**config.mk**
```make
export PLATFORM = sky130hd
export DESIGN_NAME = sdram_init_seq
export DESIGN_NICKNAME = d
export VERILOG_FILES = /design/src/rtl/sdinit_pkg.sv /design/src/rtl/sdinit_gap_cnt.sv /design/src/rtl/sdinit_rfsh_tmr.sv /design/src/rtl/sdinit_pre_tally.sv /design/src/rtl/sdram_init_seq.sv
export SDC_FILE = /design/constraint.sdc
export NUM_CORES = 1
export LEC_CHECK = 0
export BUFFER_PORTS_ARGS = -buffer_cell sky130_fd_sc_hd__buf_4
export CORE_MARGIN = 2
export CORE_UTILIZATION = 48
export DETAILED_ROUTE_END_ITERATION = 7
export PLACE_DENSITY = 0.78
export SLEW_MARGIN = 40
export SYNTH_ARGS = -nofsm -noshare
export SYNTH_HDL_FRONTEND = slang
export SYNTH_SLANG_ARGS = --single-unit
```
**constraint.sdc**
```tcl
create_clock -name clk -period 2.4 [get_ports clk]
set_input_delay 0 -clock clk [delete_from_list [all_inputs] [get_ports clk]]
set_output_delay 0 -clock clk [all_outputs]
set_load 0.05 [all_outputs]
```
**src/rtl/sdinit_pkg.sv**
```systemverilog
package sdinit_pkg;

    // SDRAM command on {ras_n, cas_n, we_n}
    typedef enum logic [2:0] {
        CMD_NOP  = 3'b111,
        CMD_PRE  = 3'b010,
        CMD_REF  = 3'b001,
        CMD_LMR  = 3'b000
    } sd_cmd_t;

    typedef enum logic [2:0] {
        ST_IDLE,
        ST_PRECHARGE,
        ST_PRE_WAIT,
        ST_MODE,
        ST_MODE_WAIT,
        ST_REFRESH,
        ST_READY
    } seq_state_t;

    // Mode word: CAS latency [6:4], burst type [3], burst length code [2:0]
    function automatic int mode_word(input int cas, input int btype, input int blcode);
        return ((cas & 7) << 4) | ((btype & 1) << 3) | (blcode & 7);
    endfunction

endpackage

```
**src/rtl/sdinit_gap_cnt.sv**
```systemverilog
module sdinit_gap_cnt #(
    parameter int MAX_GAP = 2
) (
    input  logic                       clk,
    input  logic                       rst,
    input  logic                       run,
    input  logic [$clog2(MAX_GAP+1)-1:0] limit,
    output logic                       hit
);
    localparam int W = $clog2(MAX_GAP + 1);

    logic [W-1:0] cnt;

    always_ff @(posedge clk) begin
        if (rst || !run) cnt <= '0;
        else             cnt <= cnt + W'(1);
    end

    assign hit = run && (cnt == limit);
endmodule

```
**src/rtl/sdinit_rfsh_tmr.sv**
```systemverilog
module sdinit_rfsh_tmr #(
    parameter int REF_MIN  = 16,
    parameter int REF_NORM = 512
) (
    input  logic clk,
    input  logic rst,
    input  logic en,
    input  logic use_norm,
    output logic tick
);
    localparam int TOP = (REF_NORM > REF_MIN) ? REF_NORM : REF_MIN;
    localparam int W   = $clog2(TOP + 1);

    logic [W-1:0] cnt;
    logic [W-1:0] last;

    assign last = use_norm ? W'(REF_NORM - 1) : W'(REF_MIN - 1);
    assign tick = en && (cnt == last);

    always_ff @(posedge clk) begin
        if (rst || !en) cnt <= '0;
        else if (tick)  cnt <= '0;
        else            cnt <= cnt + W'(1);
    end
endmodule

```
**src/rtl/sdinit_pre_tally.sv**
```systemverilog
module sdinit_pre_tally #(
    parameter int ARRAYS = 4
) (
    input  logic clk,
    input  logic rst,
    input  logic pre_fire,
    output logic all_done
);
    localparam int W = $clog2(ARRAYS + 1);

    logic [W-1:0] seen;

    always_ff @(posedge clk) begin
        if (rst)                                  seen <= '0;
        else if (pre_fire && seen != W'(ARRAYS))  seen <= seen + W'(1);
    end

    assign all_done = (seen == W'(ARRAYS));
endmodule

```
**src/rtl/sdram_init_seq.sv**
```systemverilog
module sdram_init_seq
    import sdinit_pkg::*;
#(
    parameter int ARRAYS    = 4,
    parameter int ADDR_W    = 13,
    parameter int PALL_BIT  = 10,
    parameter int T_RP      = 2,
    parameter int T_MRD     = 2,
    parameter int REF_MIN   = 16,
    parameter int REF_NORM  = 512,
    parameter int REF_BURST = 8,
    parameter int CAS_LAT   = 2,
    parameter int BURST_TYP = 0,
    parameter int BURST_CODE = 2
) (
    input  logic              clk,
    input  logic              rst,
    input  logic              start,
    output logic [ARRAYS-1:0] sd_cs_n,
    output logic              sd_ras_n,
    output logic              sd_cas_n,
    output logic              sd_we_n,
    output logic [ADDR_W-1:0] sd_addr,
    output logic              rfsh_req,
    output logic              init_done,
    output logic              access_inhibit
);
    localparam int IDX_W     = (ARRAYS > 1) ? $clog2(ARRAYS) : 1;
    localparam int MAX_GAP   = (T_RP > T_MRD) ? T_RP : T_MRD;
    localparam int GAP_W     = $clog2(MAX_GAP + 1);
    localparam int RC_W      = $clog2(REF_BURST + 1);
    localparam int MODE_WORD = mode_word(CAS_LAT, BURST_TYP, BURST_CODE);

    seq_state_t       state, state_nxt;
    logic [IDX_W-1:0] arr, arr_nxt;
    logic [RC_W-1:0]  rcnt, rcnt_nxt;
    sd_cmd_t          cmd;
    logic             gap_run, gap_hit, tick, all_pre;
    logic [GAP_W-1:0] gap_lim;
    logic             last_arr;

    assign last_arr = (arr == IDX_W'(ARRAYS - 1));
    assign gap_run  = (state == ST_PRE_WAIT) || (state == ST_MODE_WAIT);
    assign gap_lim  = (state == ST_PRE_WAIT) ? GAP_W'(T_RP - 2) : GAP_W'(T_MRD - 2);

    sdinit_gap_cnt #(.MAX_GAP(MAX_GAP)) u_gap (
        .clk   (clk),
        .rst   (rst),
        .run   (gap_run),
        .limit (gap_lim),
        .hit   (gap_hit)
    );

    sdinit_rfsh_tmr #(.REF_MIN(REF_MIN), .REF_NORM(REF_NORM)) u_tmr (
        .clk      (clk),
        .rst      (rst),
        .en       ((state == ST_REFRESH) || (state == ST_READY)),
        .use_norm (state == ST_READY),
        .tick     (tick)
    );

    sdinit_pre_tally #(.ARRAYS(ARRAYS)) u_tally (
        .clk      (clk),
        .rst      (rst),
        .pre_fire (cmd == CMD_PRE),
        .all_done (all_pre)
    );

    // State register
    always_ff @(posedge clk) begin
        if (rst) begin
            state <= ST_IDLE;
            arr   <= '0;
            rcnt  <= '0;
        end else begin
            state <= state_nxt;
            arr   <= arr_nxt;
            rcnt  <= rcnt_nxt;
        end
    end

    // Transitions
    always_comb begin
        state_nxt = state;
        arr_nxt   = arr;
        rcnt_nxt  = rcnt;
        unique case (state)
            ST_IDLE: begin
                if (start) begin
                    state_nxt = ST_PRECHARGE;
                    arr_nxt   = '0;
                end
            end
            ST_PRECHARGE: state_nxt = ST_PRE_WAIT;
            ST_PRE_WAIT: begin
                if (gap_hit) begin
                    if (last_arr) begin
                        state_nxt = ST_MODE;
                        arr_nxt   = '0;
                    end else begin
                        state_nxt = ST_PRECHARGE;
                        arr_nxt   = arr + IDX_W'(1);
                    end
                end
            end
            ST_MODE: state_nxt = ST_MODE_WAIT;
            ST_MODE_WAIT: begin
                if (gap_hit) begin
                    if (last_arr) begin
                        state_nxt = ST_REFRESH;
                        rcnt_nxt  = '0;
                    end else begin
                        state_nxt = ST_MODE;
                        arr_nxt   = arr + IDX_W'(1);
                    end
                end
            end
            ST_REFRESH: begin
                if (tick) begin
                    rcnt_nxt = rcnt + RC_W'(1);
                    if (rcnt == RC_W'(REF_BURST - 1)) state_nxt = ST_READY;
                end
            end
            ST_READY: ;
            default: state_nxt = ST_IDLE;
        endcase
    end

    // Outputs
    always_comb begin
        cmd       = CMD_NOP;
        sd_cs_n   = '1;
        sd_addr   = '0;
        rfsh_req  = 1'b0;
        init_done = 1'b0;
        unique case (state)
            ST_PRECHARGE: begin
                cmd               = CMD_PRE;
                sd_cs_n           = ~(ARRAYS'(1) << arr);
                sd_addr[PALL_BIT] = 1'b1;
            end
            ST_MODE: begin
                cmd     = CMD_LMR;
                sd_cs_n = ~(ARRAYS'(1) << arr);
                sd_addr = ADDR_W'(MODE_WORD);
            end
            ST_REFRESH: begin
                if (tick) begin
                    cmd      = CMD_REF;
                    sd_cs_n  = '0;
                    rfsh_req = 1'b1;
                end
            end
            ST_READY: begin
                init_done = 1'b1;
                rfsh_req  = tick;
            end
            ST_IDLE, ST_PRE_WAIT, ST_MODE_WAIT: ;
            default: ;
        endcase
    end

    assign {sd_ras_n, sd_cas_n, sd_we_n} = cmd;
    assign access_inhibit = ~(all_pre & init_done);

endmodule

```
==> results_dict.tcl <==
set metrics [dict create \
    run_status "finished, final reports clean" \
    track_usage 0.176 \
    cts_tree "built" \
    dieArea_um2 3430 \
    fin_ws_ps 156 \
    worstSetupPathType "reg -> out" \
    setup_violations 0 \
    root_buffer "clkbuf_4" \
    ys_warn_count 0 \
    finalCritPeriodShare 0.935 \
    wl_per_cell_um 12.7 \
    drtIter0Drc 47 \
    postCtsResizedCells 0 \
    grt_pass1_wl_um 4750 \
    leakage_nw 0.623 \
    portBuffers 15 \
    maxCapViolations 0 \
    final_layout_size_suffix_gt1_frac 0.151 \
    first_global_vias 1145 \
    start_util 0.510 \
    cp-end-kind "output port" \
    seq_area_frac_synth 0.336 \
    max-clock-path-buffers 2 \
    critPathRequiredTime_ps 2400 \
    critPathArrivalTime_ps 2240 \
    setup_tns_ps 0 \
    fill_cells 278 \
    critPathMaxStageDelay_ps 570 \
    antennaDiodeCount 0 \
    core_um2 2810 \
    ant_nets 0 \
    hold_viol_final 0 \
    critPathBufInv 1 \
    path_max_fanout 6 \
    drc 0 \
    path_cells "or4_4, or4b_4, nor2_1, o21ai_0, buf_4" \
    final_nets 200 \
    power_density_nw_per_um2 463 \
    die_y_um 58.6 \
    drv_slew 0 \
    ir_drop_mv 0.190 \
    rsz0062_at_grt "no" \
    startpoint_type "flop" \
    routed_wl_um 2760 \
    dpl_cell_area_um2 1540 \
    row_count 19 \
    finalPower_mw 0.730 \
    pre_cts_ws_ps 272 \
    die_x_um 58.6 \
    globalplace.congestion 0.809 \
    finClkSkew_ps 13.8 \
    io_pins 26 \
    critPathSlowestCell "or4b_4" \
    grt_start_max_net_pins 18 \
    min_path_type "in -> reg" \
    cts_sinks 24 \
    vias 1212 \
    clk_pin_slew_ps 130 \
    synth_area_um2 1430 \
    antenna_found_initial 0 \
    layout_min_cycle_time_ps 2240 \
    dr.pass1.iters 4 \
    async_reset_ff_frac 0 \
    via_per_inst 5.59 \
    ys_types 41 \
    area_growth_pct 10.1 \
    synth_edf_count 0 \
    cp_top_family "simple AND/OR/NAND/NOR gates" \
    ys_ff_latch 24 \
    cts_buffers 3 \
    place_hpwl_um 2140 \
    tightestPinTransition_ps 510 \
    h-tree-depth 1 \
    clkLatencyLatePin_ps 310 \
    final_area_um2 1580 \
    syn_avg_cell_area_um2 8.32 \
    grt_overflow_total 0 \
    netlist_instances 172 \
    yosys_most_used_dff "dfxtp_1" \
    slew_headroom 0.659 \
    fmax_mhz 446 \
]
-- power by group --
part	switching, mW	total [mW]	internal [mW]	leakage (nW)
Combinational	0.101	0.140	0.0386	0.415
Sequential	0.0134	0.419	0.406	0.194
Clock	0.112	0.170	0.0586	0.0138
-- routing by layer --
layer  vias to the layer above  track usage  part of all wire
li1                        607            -                 -
met1                       575        0.224              0.46
met2                        26        0.305              0.49
met3                         4       0.0308             0.035
met4                         0       0.0487             0.011
met5                         -            0                 0
-- sequential cells by signal, indices dropped and copies added, names as in the netlist --
register and count:
state 3, u_gap.cnt 2, arr 2, rcnt 4, u_tmr.cnt 10, u_tally.seen 3
-- final cells by class --
class / instances / area, µm² / share of cell area
multi-input combinational: 130 / 851 / 0.540
tap: 31 / 38.8 / 0.0246
sequential: 24 / 480 / 0.305
clock buffer: 3 / 22.5 / 0.0143
inverter: 10 / 37.5 / 0.0238
timing repair buffer: 19 / 145 / 0.0921
-- synthesized netlist by cell type (2+ instances only) --
library cell  count  area share
dfxtp_1          24        0.34
a21oi_1          12       0.042
nand2_1          12       0.031
buf_4            11       0.058
nand3_1          11       0.038
inv_1            10       0.026
nor2_1           10       0.026
nor3_1           10       0.035
ha_1              9       0.079
xor2_1            8       0.049
clkbuf_1          6       0.016
o21ai_0           5       0.017
nand2b_1          4       0.017
xnor2_1           4       0.024
and3_1            3       0.013
nor2b_1           3       0.013
and4_1            2       0.012
nor3b_1           2       0.010
o21a_1            2       0.010
o31ai_1           2       0.010
or4_1             2       0.010
-- worst reg2reg max path: cells and delay by family (launching register included) --
family	cells	cell delay, ps
AND/OR/NAND/NOR	3	1610
flip-flops	1	380
AO/OA/AOI/OAI	1	150
-- kinds of logic after synthesis --
kind of cell,Yosys count,share of synthesized area
buf+inv,27,0.0997
flops,24,0.336
mux,2,0.0149
simple gates,70,0.278
xor+xnor,12,0.0734
other cells,1,0.00262
fa+ha+maj,9,0.0787
compound gates,27,0.117
-- stage by stage --
stage	utilization	hold slack, ps	instances
after floorplan	-	294	181
after CTS	0.562	230	217
after global routing	0.562	295	217
final	0.562	239	217
after detailed placement	0.550	261	213
after global placement	0.550	260	213
-- layout by cell type, fill, tap and decap left out, drive strengths merged, types with 2 or more instances in the layout --
cell type	Yosys	routed
a21oi	12	12
and3	3	3
and4	2	2
buf	11	18
clkbuf	6	3
conb	1	10
dfxtp	24	24
ha	9	9
inv	10	10
nand2	12	12
nand2b	4	4
nand3	11	11
nor2	10	10
nor2b	3	3
nor3	10	10
nor3b	2	2
o21a	2	2
o21ai	5	5
o31ai	2	2
or4	3	3
xnor2	4	4
xor2	8	8
-- final timing paths --
path | start | to | slack, ps | cells after the start
setup / recovery | u_tmr.cnt[4]$_SDFF_PP0_ | sd_cas_n | 160 | 5
hold / removal | start | arr[0]$_SDFFE_PP0P_ | 240 | 4
setup reg to reg | u_tmr.cnt[4]$_SDFF_PP0_ | rcnt[3]$_SDFFE_PP0P_ | 230 | 4
hold reg to reg | u_gap.cnt[0]$_SDFF_PP0_ | u_gap.cnt[0]$_SDFF_PP0_ | 420 | 1
-- timing repair --
action	CTS	global route
setup buffers	0	0
endpoints found under the setup margin	0	0
endpoints found under the hold margin	5	0
hold buffers	1	0
Note: power is estimated with default switching activity, not from simulation.
